File: config.mk
export PLATFORM = sky130hd
export DESIGN_NAME = raster_irq_unit
export DESIGN_NICKNAME = d
export VERILOG_FILES = /design/src/rtl/raster_irq_pkg.sv /design/src/rtl/raster_line_map.sv /design/src/rtl/raster_edge_pulse.sv /design/src/rtl/raster_hpos_ctrl.sv /design/src/rtl/raster_irq_unit.sv
export SDC_FILE = /design/constraint.sdc
export NUM_CORES = 1
export LEC_CHECK = 0
export BUFFER_PORTS_ARGS = -buffer_cell sky130_fd_sc_hd__buf_2
export CELL_PAD_IN_SITES_DETAIL_PLACEMENT = 1
export CELL_PAD_IN_SITES_GLOBAL_PLACEMENT = 1
export CORE_UTILIZATION = 25
export CTS_CLUSTER_DIAMETER = 200
export DETAILED_ROUTE_END_ITERATION = 16
export PLACE_DENSITY_LB_ADDON = 0.3
export SYNTH_ARGS = -nofsm -noshare
export SYNTH_HDL_FRONTEND = slang
export SYNTH_SLANG_ARGS = --single-unit
File: constraint.sdc
create_clock -name clk_i -period 9.41 [get_ports clk_i]
set_input_delay 1.882 -clock clk_i [delete_from_list [all_inputs] [get_ports clk_i]]
set_output_delay 1.882 -clock clk_i [all_outputs]
set_load 0.1 [all_outputs]
File: src/rtl/raster_irq_pkg.sv
package raster_irq_pkg;
  localparam int unsigned FIELD_W = 10;
  localparam int unsigned VA_LSB  = 16;
  localparam int unsigned VB_LSB  = 0;
  localparam int unsigned HL_LSB  = 0;
  localparam int unsigned HM_LSB  = 12;
  localparam int unsigned HP_LSB  = 16;
  localparam int unsigned NUM_V   = 2;

  typedef enum logic [1:0] {
    HMODE_FRAME      = 2'd0,
    HMODE_EVERY_N    = 2'd1,
    HMODE_EVERY_LINE = 2'd2,
    HMODE_RSVD       = 2'd3
  } hmode_e;
endpackage

File: src/rtl/raster_line_map.sv
module raster_line_map #(
  parameter int unsigned LINE_W  = 11,
  parameter int unsigned FIELD_W = 10
) (
  input  logic [FIELD_W-1:0] tgt_i,
  input  logic               odd_i,
  input  logic [LINE_W-1:0]  total_i,
  output logic [LINE_W-1:0]  line_o,
  output logic               valid_o
);
  localparam int unsigned MAP_W = FIELD_W + 1;
  logic [MAP_W-1:0] map_w;
  assign map_w   = {tgt_i, odd_i};
  assign line_o  = LINE_W'(map_w);
  assign valid_o = line_o < total_i;
endmodule

File: src/rtl/raster_edge_pulse.sv
module raster_edge_pulse (
  input  logic clk_i,
  input  logic rst_ni,
  input  logic hit_i,
  input  logic rearm_i,
  output logic fire_o,
  output logic pulse_o
);
  logic hit_q;

  assign fire_o = hit_i & ~hit_q & ~rearm_i;

  always_ff @(posedge clk_i or negedge rst_ni) begin
    if (!rst_ni) begin
      hit_q   <= 1'b1;
      pulse_o <= 1'b0;
    end else begin
      // a write treats the current position as already seen
      hit_q   <= rearm_i ? 1'b1 : hit_i;
      pulse_o <= fire_o;
    end
  end
endmodule

File: src/rtl/raster_hpos_ctrl.sv
module raster_hpos_ctrl
  import raster_irq_pkg::*;
#(
  parameter int unsigned LINE_W = 11,
  parameter int unsigned DOT_W  = 11,
  parameter int unsigned REG_W  = 32
) (
  input  logic              clk_i,
  input  logic              rst_ni,
  input  logic              wr_i,
  input  logic [REG_W-1:0]  wr_data_i,
  input  logic [LINE_W-1:0] line_i,
  input  logic [DOT_W-1:0]  dot_i,
  input  logic              odd_i,
  input  logic [LINE_W-1:0] total_i,
  input  logic [DOT_W-1:0]  last_dot_i,
  output logic              irq_o
);
  localparam int unsigned DBL_W = FIELD_W + 1;

  hmode_e             mode_q;
  logic [FIELD_W-1:0] step_q, tgt_q, pos_q;

  logic [FIELD_W-1:0] w_line, w_pos, w_step;
  hmode_e             w_mode;
  logic               w_per_n, per_n;
  logic [LINE_W-1:0]  half, w_base, adv_base;
  logic [LINE_W-1:0]  map_line;
  logic               map_ok;
  logic [DBL_W-1:0]   dbl_pos;
  logic [DOT_W-1:0]   dot_tgt;
  logic               hit, fire;

  function automatic logic [FIELD_W-1:0] wrap_fn(input logic [LINE_W-1:0] x,
                                                 input logic [LINE_W-1:0] h);
    logic [LINE_W-1:0] r;
    r = (x > h) ? (x - h) : x;
    return r[FIELD_W-1:0];
  endfunction

  assign half     = total_i >> 1;
  assign w_line   = wr_data_i[HL_LSB +: FIELD_W];
  assign w_pos    = wr_data_i[HP_LSB +: FIELD_W];
  assign w_mode   = hmode_e'(wr_data_i[HM_LSB +: 2]);
  assign w_per_n  = (w_mode == HMODE_EVERY_N) || (w_mode == HMODE_EVERY_LINE);
  assign w_step   = (w_mode == HMODE_EVERY_LINE) ? FIELD_W'(1) : w_line;
  assign w_base   = (line_i >> 1) + LINE_W'(w_step);
  assign adv_base = LINE_W'(tgt_q) + LINE_W'(step_q);
  assign per_n    = (mode_q == HMODE_EVERY_N) || (mode_q == HMODE_EVERY_LINE);

  always_ff @(posedge clk_i or negedge rst_ni) begin
    if (!rst_ni) begin
      mode_q <= HMODE_FRAME;
      step_q <= '0;
      tgt_q  <= '0;
      pos_q  <= '0;
    end else if (wr_i) begin
      mode_q <= w_mode;
      step_q <= w_step;
      pos_q  <= w_pos;
      tgt_q  <= w_per_n ? wrap_fn(w_base, half) : w_line;
    end else if (fire && per_n) begin
      tgt_q  <= wrap_fn(adv_base, half);
    end
  end

  raster_line_map #(.LINE_W(LINE_W), .FIELD_W(FIELD_W)) u_map (
    .tgt_i   (tgt_q),
    .odd_i   (odd_i),
    .total_i (total_i),
    .line_o  (map_line),
    .valid_o (map_ok)
  );

  assign dbl_pos = {pos_q, 1'b0};
  assign dot_tgt = (DOT_W'(dbl_pos) > last_dot_i) ? last_dot_i : DOT_W'(dbl_pos);
  assign hit     = map_ok && (line_i == map_line) && (dot_i == dot_tgt);

  raster_edge_pulse u_pulse (
    .clk_i   (clk_i),
    .rst_ni  (rst_ni),
    .hit_i   (hit),
    .rearm_i (wr_i),
    .fire_o  (fire),
    .pulse_o (irq_o)
  );
endmodule

File: src/rtl/raster_irq_unit.sv
module raster_irq_unit
  import raster_irq_pkg::*;
#(
  parameter int unsigned LINE_W = 11,
  parameter int unsigned DOT_W  = 11,
  parameter int unsigned REG_W  = 32
) (
  input  logic              clk_i,
  input  logic              rst_ni,
  input  logic [LINE_W-1:0] line_i,
  input  logic [DOT_W-1:0]  dot_i,
  input  logic              field_odd_i,
  input  logic              interlace_i,
  input  logic [LINE_W-1:0] total_lines_i,
  input  logic [DOT_W-1:0]  last_dot_i,
  input  logic              wr_en_i,
  input  logic              wr_sel_i,
  input  logic [REG_W-1:0]  wr_data_i,
  output logic              vline_a_irq_o,
  output logic              vline_b_irq_o,
  output logic              hpos_irq_o
);
  localparam int unsigned VSEL_LSB [NUM_V] = '{VA_LSB, VB_LSB};

  logic                            odd_eff, wr_v, wr_h;
  logic [NUM_V-1:0][FIELD_W-1:0]   vtgt_q;
  logic [NUM_V-1:0]                virq;

  assign odd_eff = field_odd_i & interlace_i;
  assign wr_v    = wr_en_i & ~wr_sel_i;
  assign wr_h    = wr_en_i &  wr_sel_i;

  for (genvar g = 0; g < NUM_V; g++) begin : g_vline
    logic [LINE_W-1:0] map_line;
    logic              map_ok, hit, fire_unused;

    always_ff @(posedge clk_i or negedge rst_ni) begin
      if (!rst_ni)   vtgt_q[g] <= '0;
      else if (wr_v) vtgt_q[g] <= wr_data_i[VSEL_LSB[g] +: FIELD_W];
    end

    raster_line_map #(.LINE_W(LINE_W), .FIELD_W(FIELD_W)) u_map (
      .tgt_i   (vtgt_q[g]),
      .odd_i   (odd_eff),
      .total_i (total_lines_i),
      .line_o  (map_line),
      .valid_o (map_ok)
    );

    assign hit = map_ok && (line_i == map_line) && (dot_i == '0);

    raster_edge_pulse u_pulse (
      .clk_i   (clk_i),
      .rst_ni  (rst_ni),
      .hit_i   (hit),
      .rearm_i (wr_v),
      .fire_o  (fire_unused),
      .pulse_o (virq[g])
    );
  end

  assign vline_a_irq_o = virq[0];
  assign vline_b_irq_o = virq[1];

  raster_hpos_ctrl #(.LINE_W(LINE_W), .DOT_W(DOT_W), .REG_W(REG_W)) u_hpos (
    .clk_i      (clk_i),
    .rst_ni     (rst_ni),
    .wr_i       (wr_h),
    .wr_data_i  (wr_data_i),
    .line_i     (line_i),
    .dot_i      (dot_i),
    .odd_i      (odd_eff),
    .total_i    (total_lines_i),
    .last_dot_i (last_dot_i),
    .irq_o      (hpos_irq_o)
  );
endmodule

After elaboration in Yosys (flattened, before gate mapping)
Index checks and enable logic that the tools add are counted.

Add/sub/neg operators: 4. $lt $le $gt $ge: 6. Equality and inequality tests: 8. Multiplexer cells: 10. Bitwise gates (word level): 15. Reductions and logical operators: 11.

Operator list (number): 10-bit 2-to-1 mux (6); 11-bit equality test (4); 11-bit less-than comparator (3); 10-bit by 10-bit adder with 11-bit output (2); 11-bit by 10-bit greater-than comparator with 1-bit output (2); 10-bit subtractor (2); 11-bit greater-than comparator (1); 11-bit zero test (1); 11-bit 2-to-1 mux (1); 1-bit AND (9); 1-bit logical AND (7); 1-bit inverter (6); 2-bit by 1-bit equality test with 1-bit output (second input constant) (2); 2-bit equality test (second input constant) (2); 1-bit 2-to-1 mux (3); 1-bit logical OR (2); 2-bit nonzero test (1).

Bits in registers: 58. Bits of input ports: 82.

Longest topological paths before layout
Gate-level depths: netlist of run 1.

Depth in word-level cells: 9. Mapped depth: 23. Gate-level depth less buffers: 21.

By module
A second synthesis of run 1 with hierarchy kept.

Cells, all modules: 694. Area total of the unflattened synthesis: 6238.5 um2.

By module, submodules not included: raster_hpos_ctrl (instances 1, cells an instance 465, area each 3993.8 um2); raster_irq_unit (instances 1, cells an instance 79, area each 1039.7 um2); raster_line_map (instances 3, cells an instance 46, area each 336.6 um2); raster_edge_pulse (instances 3, cells an instance 4, area each 65.1 um2).

Least setup slack after synthesis of run 1
No wires, ideal clock.

Kind: input to register. Start point: input port wr_data_i[12]. End point: register u_hpos.tgt_q[5]. Arrival time: 6066 ps. Data required time: 9285 ps. Path slack: 3220 ps. Stages on the path: 23. Path through: inv_1 ha_1 clkbuf_1 or2_2 ha_1 inv_1 fa_1 nand2b_1 a21oi_1 o21ai_0 nor2b_1 xnor2_1 ha_1 or4_1 o21ai_0 a21oi_1 o41a_1 a311o_1 buf_6 mux2_4 nor2_1 o22ai_1 mux2_2.

Longest elaborated chain between the ends: 7. Elaborated cells between the ends (all ways): 10.

Ends and longest elaborated chain: start: declaration (line raster_irq_unit.sv:18) `input logic [REG_W-1:0] wr_data_i,`; 2-bit equality test (*) (line raster_hpos_ctrl.sv:46) `assign w_step = (w_mode == HMODE_EVERY_LINE) ? FIELD_W'(1) : w_line;`; 10-bit 2-to-1 mux (*) (line raster_hpos_ctrl.sv:46); net u_hpos.w_step[0] (line raster_hpos_ctrl.sv:24) `logic [FIELD_W-1:0] w_line, w_pos, w_step;`; 10-bit by 10-bit adder with 11-bit output (*) (line raster_hpos_ctrl.sv:47) `assign w_base = (line_i >> 1) + LINE_W'(w_step);`; 10-bit subtractor / 11-bit by 10-bit greater-than comparator with 1-bit output (equally long branches) (line raster_hpos_ctrl.sv:37) `r = (x > h) ? (x - h) : x;`; 10-bit 2-to-1 mux (*) (line raster_hpos_ctrl.sv:37); 10-bit 2-to-1 mux (*) (line raster_hpos_ctrl.sv:61) `tgt_q <= w_per_n ? wrap_fn(w_base, half) : w_line;`; 10-bit 2-to-1 mux (*) (line raster_hpos_ctrl.sv:57) `end else if (wr_i) begin`; end signal: assignment (line raster_hpos_ctrl.sv:61); end signal: assignment (line raster_hpos_ctrl.sv:63) `tgt_q <= wrap_fn(adv_base, half);`; end: declaration (line raster_hpos_ctrl.sv:22) `logic [FIELD_W-1:0] step_q, tgt_q, pos_q;`.

Mark *: on every way through the listed nets, which the timed path passes. The rest lies on a longest branch. A chain may end at the register's enable or synchronous reset.

Worst setup path in the final report of run 1
Start point: input port wr_data_i[12]. End point: register u_hpos.tgt_q[4].

Same word-level chain as after synthesis.

==> results of run 1 <==
## cell type report
type                       count  area share, %
tap                          313           5.62
clock inverter                 6           1.18
timing repair buffer          79           5.85
multi-input combinational    549           60.9
clock buffer                  10           3.28
sequential                    58           20.9
inverter                      43           2.31
## flip-flops by register name, indices dropped and copies added, names as in the netlist
signal	cells
u_hpos.u_pulse.hit_q	1
u_hpos.tgt_q	10
g_vline.u_pulse.pulse_o	2
g_vline.u_pulse.hit_q	2
vtgt_q	20
u_hpos.pos_q	10
u_hpos.step_q	10
u_hpos.u_pulse.pulse_o	1
u_hpos.mode_q	2
## report_power, final
group | switching [mW] | internal (mW)
clock | 0.120 | 0.230
combinational | 0.585 | 0.501
sequential | 0.0596 | 0.298
total | 0.765 | 1.03
## cell families after synthesis
kind of cell / after synthesis / synth area share [%]
compound gates: 151 / 17.0
fa+ha+maj: 85 / 18.5
simple gates: 192 / 16.4
xor+xnor: 72 / 10.7
flops: 58 / 24.6
buf+inv: 57 / 3.74
mux: 49 / 9.17
## critical path: cells and delay by family
| family | cells | cell delay [ps] |
|---|---|---|
| AO/OA/AOI/OAI | 8 | 1800 |
| adder cells (fa/ha/maj) | 4 | 1250 |
| AND/OR/NAND/NOR | 4 | 1030 |
| multiplexers | 2 | 640 |
| buffers and inverters | 3 | 220 |
| XOR/XNOR | 1 | 160 |
## routing by layer
layer	vias up	global-route usage [%]
met5	-	0
met4	0	2.71
met3	11	2.61
met2	81	27.3
met1	2501	22.3
li1	2541	-
## cells in the final DEF (no fill, tap or decap), types with 4 or more instances in the layout
| cell | n |
|---|---|
| xor2_1 | 16 |
| nor2b_1 | 18 |
| nand2b_1 | 9 |
| and3_1 | 5 |
| a31o_2 | 4 |
| nor2_1 | 38 |
| dfrtp_1 | 55 |
| nand4_1 | 12 |
| inv_1 | 43 |
| buf_4 | 5 |
| mux2i_1 | 10 |
| a211oi_1 | 5 |
| fa_1 | 4 |
| o2111ai_1 | 4 |
| clkbuf_16 | 9 |
| buf_2 | 74 |
| o211ai_1 | 9 |
| o22ai_1 | 5 |
| a21oi_1 | 37 |
| mux2_2 | 38 |
| a21o_1 | 21 |
| ha_1 | 81 |
| xnor2_1 | 56 |
| o21a_1 | 9 |
| nor3_1 | 14 |
| o21ai_0 | 34 |
| nand3_1 | 9 |
| nand2_1 | 59 |
| and4_1 | 4 |
| nor4_1 | 7 |
## how the worst min path moves through the flow
stage | from | to | slack (ps) | cells after the start
after global routing | u_hpos.step_q[4] | u_hpos.step_q[4] | 520 | 1
final | u_hpos.mode_q[1] | u_hpos.mode_q[1] | 500 | 2
after CTS | u_hpos.mode_q[0] | u_hpos.mode_q[0] | 510 | 2
after detailed placement | u_hpos.mode_q[1] | u_hpos.mode_q[1] | 500 | 2
after global placement | u_hpos.mode_q[0] | u_hpos.mode_q[0] | 480 | 2
after floorplan | u_hpos.mode_q[1] | u_hpos.mode_q[1] | 470 | 2
==> reports/metrics.csv, run 1 <==
metric,value,unit
clock sink total,58,
crit path launch,wr_data_i[12],
R2R Path End,u_hpos.tgt_q[3],
worst slew pin tran,811,ps
Crit path required time,9630,ps
post-layout min period,6800,ps
Final Max Slew Viols,0,
largest net degree at the start of global routing,59,
final setup TNS,0,ps
Tcrit/Tclk final,72.3,%
CP cell instances,"buf_2, inv_1, ha_1, or2_2, ha_1, inv_1, fa_1, nand2b_1, a21oi_1, o21ai_0, nor2b_1, xnor2_1, ha_1, or4_1, o21ai_0, a21oi_1, o41a_1, a311o_1, mux2_2, o21ai_0, o21ai_0, mux2_2",
fillcell total,2731,
Finished Cell Area,6970,um2
vias in the first global route,5339,
CP max-delay cell,a311o_1,
Pre-antenna DRT Iters,4,
first-pass GRT wire length,30000,um
DP HPWL,15400,um
yosys synthesis warning count,0,
crit-path max FO,12,
nets,907,
Post-CTS Setup Repair Bufs,0,
TritonCTS clock tree,done,
max_cap viols,0,
worst r2r src,u_hpos.tgt_q[1],
Reg area,1460,um2
clock transition at the registers of the reported paths,50,ps
Final Skew,3.37,ps
Post-synth EDFFs,0,
row cnt,55,
Post-Place Setup Slack,2240,ps
Yosys cell types,62,
fin worst setup slack,2610,ps
PD cells,257,nW/um2
top sig layer,met4,
worst skew pair latency,340,ps
cell area after synthesis,5920,um2
total number of vias,5134,
Layout area overhead,17.8,%
RSZ-0062 raised after global routing,false,
Placer Congestion,0.810,
Layout Cells excl Fill,1058,
GRT overflow,0,
via/cell ratio,4.85,
CTS max path bufs,2,
Hold Path Class,register to register,
static leakage,3.26,nW
wire per inst,17.8,um
most common cell in the netlist,ha_1,
Post-synth top cells,"81 x ha_1, 59 x nand2_1, 56 x xnor2_1",
"most used cell, CP",o21ai_0,
Setup crit end kind,register,
met3 wire length,580,um
CP Capture Point,u_hpos.tgt_q[4],
internal reg-to-reg setup slack,4600,ps
run status,completed,
setup violators final,0,
"area leader, netlist",dfrtp_1,
Yosys reg bits,58,
Die Y,156,um
Relative slew margins,45.9,%
CORE AREA,22900,um2
Detailed Route WL,18800,um
final hold slack,500,ps
Placed Instances,1042,
Starting Density,25.8,%
"Hold-fix buffers, CTS",0,
register area share after synthesis,24.6,%
CP Data Arrival Time,7020,ps
average size of a mapped cell,8.92,um2
met1 wire length,9310,um
Setup CP Type,input port to register,
maximum VDD drop,0.0923,mV
async set-reset flop share out of synthesis,100,%
clock root buffer master,clkbuf_16,
cts repair resizes,0,
CTS Buf Count,9,
endpoints failing hold,0,
r2r worst-path depth,16,
FMAX,147,MHz
"top cells by area, synth","dfrtp_1 23%, ha_1 17%, xnor2_1 8.3%",
post-route ant nets,0,
post-layout util,30.4,%
H-tree levels,3,
ys flop type,dfrtp_1,
die area,24300,um2
critical path launch point type,input port,
DRC,0,
layout cells sized above 1,20.5,%
Crit path largest cell delay,560,ps
initial antenna violation count,0,
metal2 WL,8830,um
First DRT Iteration DRCs,258,
cells after synthesis,664,
die width,156,um
top cell type's share of synthesized area,23.2,%
multi-input logic area,4250,um2
GRT Total Usage,16.4,%
Post-DP Area,6660,um2
Syn Nets,831,
Tot Pwr,1.79,mW
ANT cells,0,
IO Count,85,
# port buffers,74,
No activity file was read; power rests on OpenSTA's default activity.
==> inputs of run 2 (changes only) <==
==> constraint.sdc (replaced) <==
create_clock -name clk_i -period 6.4 [get_ports clk_i]
set_input_delay 1.28 -clock clk_i [delete_from_list [all_inputs] [get_ports clk_i]]
set_output_delay 1.28 -clock clk_i [all_outputs]
set_load 0.1 [all_outputs]
==> run 2 against run 1 <==
Power up 48%; clock skew up 4.1 ps; worst hold slack better by 4.7 ps; global-route usage about the same; critical endpoint is now u_hpos.tgt_q[3]; sequential power up 47%; worst setup slack worse by 2000 ps; design area up 0.56%; register-to-register slack worse by 2900 ps; first-iteration DRC count down 16%.
==> reports/metrics.csv, run 2 (synthesized netlist as in run 1, its figures left out) <==
metric,value,unit,change
part of the power in the clock network,20.0,%,+0.5 points
Layout area overhead,18.4,%,
row cnt,55,,unchanged
post-route ant nets,0,,unchanged
vias in the first global route,5347,,+0.15%
Die Y,156,um,unchanged
clock root buffer master,clkbuf_16,,
Relative slew margins,46.4,%,+0.53 points
Int Power,1.53,mW,+49%
Sequential Power Share,19.9,%,about the same
Starting Density,25.8,%,unchanged
Final Skew,7.50,ps,+4.13 ps
worst skew pair latency,350,ps,about the same
endpoints failing hold,0,,unchanged
layout cells sized above 1,21.0,%,+0.42 points
Sw Ratio,42.3,%,-0.34 points
Setup crit end kind,register,,
nets,911,,+0.44%
CTS max path bufs,2,,unchanged
clock transition at the registers of the reported paths,60,ps,about the same
# port buffers,74,,unchanged
CTS Buf Count,9,,unchanged
DP HPWL,15500,um,+0.93%
DRC,0,,unchanged
"commonest non-fill, non-tap cell in the layout",ha_1,,
Detailed Route WL,18900,um,+0.46%
Setup CP Type,input port to register,,
post-layout util,30.6,%,+0.17 points
"most used cell, CP",ha_1,,
die width,156,um,unchanged
max_cap viols,0,,unchanged
cts repair resizes,0,,unchanged
setup violators final,0,,unchanged
Finished Cell Area,7010,um2,+0.56%
CORE AREA,22900,um2,unchanged
die area,24300,um2,unchanged
clock sink total,58,,unchanged
run status,completed,,
IO Count,85,,unchanged
Hold Path Class,register to register,,
first-pass GRT wire length,29900,um,-0.41%
GRT overflow,0,,unchanged
CP Data Arrival Time,6050,ps,-970 ps
FMAX,172,MHz,
Crit path required time,6640,ps,-2990 ps
number of flip-flops in the largest register,20,,unchanged
Pre-antenna DRT Iters,4,,unchanged
critical path launch point type,input port,,
crit-path max FO,5,,-7
static leakage,3.28,nW,+0.71%
total number of vias,5105,,-0.56%
maximum VDD drop,0.141,mV,+53%
Placer Congestion,0.822,,+1.6%
TritonCTS clock tree,done,,
initial antenna violation count,0,,unchanged
wire per inst,17.8,um,about the same
GRT Total Usage,16.3,%,about the same
Tot Pwr,2.65,mW,+48%
Tcrit/Tclk final,90.9,%,
ANT cells,0,,unchanged
fin worst setup slack,585,ps,-2030 ps
Psw,1.12,mW,+47%
post-layout min period,5820,ps,
CP cell instances,"buf_2, inv_1, ha_1, or2_2, ha_1, inv_1, fa_1, nand2b_1, a21oi_1, o21ai_0, nor2b_1, xnor2_1, ha_1, or4_1, o21ai_0, a21oi_1, o41a_1, a311o_1, buf_4, mux2_2, nor2_1, o22ai_1, mux2_2",,
Post-DP Area,6690,um2,+0.45%
Crit path largest cell delay,470,ps,-90 ps
combinational power share,60.1,%,-0.4 points
Final Max Slew Viols,0,,unchanged
via/cell ratio,4.81,,-0.94%
H-tree levels,3,,unchanged
First DRT Iteration DRCs,217,,-16%
final setup TNS,0,ps,unchanged
largest net degree at the start of global routing,59,,unchanged
Post-Place Setup Slack,245,ps,-1990 ps
"Hold-fix buffers, CTS",0,,unchanged
PD cells,378,nW/um2,+47%
worst slew pin tran,803,ps,-7.90 ps
RSZ-0062 raised after global routing,false,,
"commonest cells after routing, fill and taps aside","81 x ha_1, 74 x buf_2, 59 x nand2_1, 56 x xnor2_1, 55 x dfrtp_1",,
CP max-delay cell,or4_1,,
Reg with most FFs,vtgt_q,,
Post-CTS Setup Repair Bufs,0,,unchanged
==> run 2: cell count changes in the layout (fill, tap and decap cells not counted), sizes merged <==
cell	delta
buf	+4
clkbuf	+1
clkinv	-1
==> run 2: through the flow <==
step | std cells | hold slack, ps
after floorplan | 664 | 467
after global placement | 1046 | 484
after detailed placement | 1046 | 495
after CTS | 1062 | 508
after global routing | 1062 | 538
final | 1062 | 504
==> run 2: path summary, 6_finish.rpt <==
check | slack (ps) | cells past startpoint | startpoint | to
setup / recovery | 580 | 23 | wr_data_i[12] | u_hpos.tgt_q[3]
hold / removal | 500 | 2 | u_hpos.mode_q[0] | u_hpos.mode_q[0]
setup reg to reg | 1720 | 16 | u_hpos.tgt_q[1] | u_hpos.tgt_q[3]
hold reg to reg | 500 | 2 | u_hpos.mode_q[0] | u_hpos.mode_q[0]
max in group asynchronous | 4770 | 2 | rst_ni | u_hpos.step_q[4]
min in group asynchronous | 1110 | 2 | rst_ni | g_vline[1].u_pulse.pulse_o
==> run 2: routing by layer <==
metal	GRT usage (%)	vias up	wire length (um)
li1	-	2547	-
met1	22.8	2457	9460
met2	26.3	84	8630
met3	2.17	17	613
met4	4.53	0	226
met5	0	-	0
==> run 2: cell type report <==
cell class	count	area, um2
clock inverters	5	77.6
clock buffers	11	243
well taps	313	392
inverters	43	161
multi-input cells	549	4250
fillers	2726	15900
flip-flops and latches	58	1460
repair buffers	83	438
==> run 2: power by group through the flow <==
| stage | registers [mW] | logic, mW | clock network [mW] |
|---|---|---|---|
| global placement | 0.531 | 1.58 | 0 |
| global route | 0.540 | 1.79 | 0.554 |
| CTS | 0.528 | 1.61 | 0.543 |
| detailed placement | 0.533 | 1.60 | 0 |
| floorplan | 0.501 | 1.22 | 0 |
| finish | 0.528 | 1.59 | 0.531 |
==> run 2: worst max-delay path: cells and delay by family <==
kind	cells	cell delay [ps]
AOI/OAI and AO/OA	7	1570
and+or+nand+nor	5	1050
adders and majority gates	4	990
muxes	2	560
buffers and inverters	4	440
xor gates and xnor gates	1	160
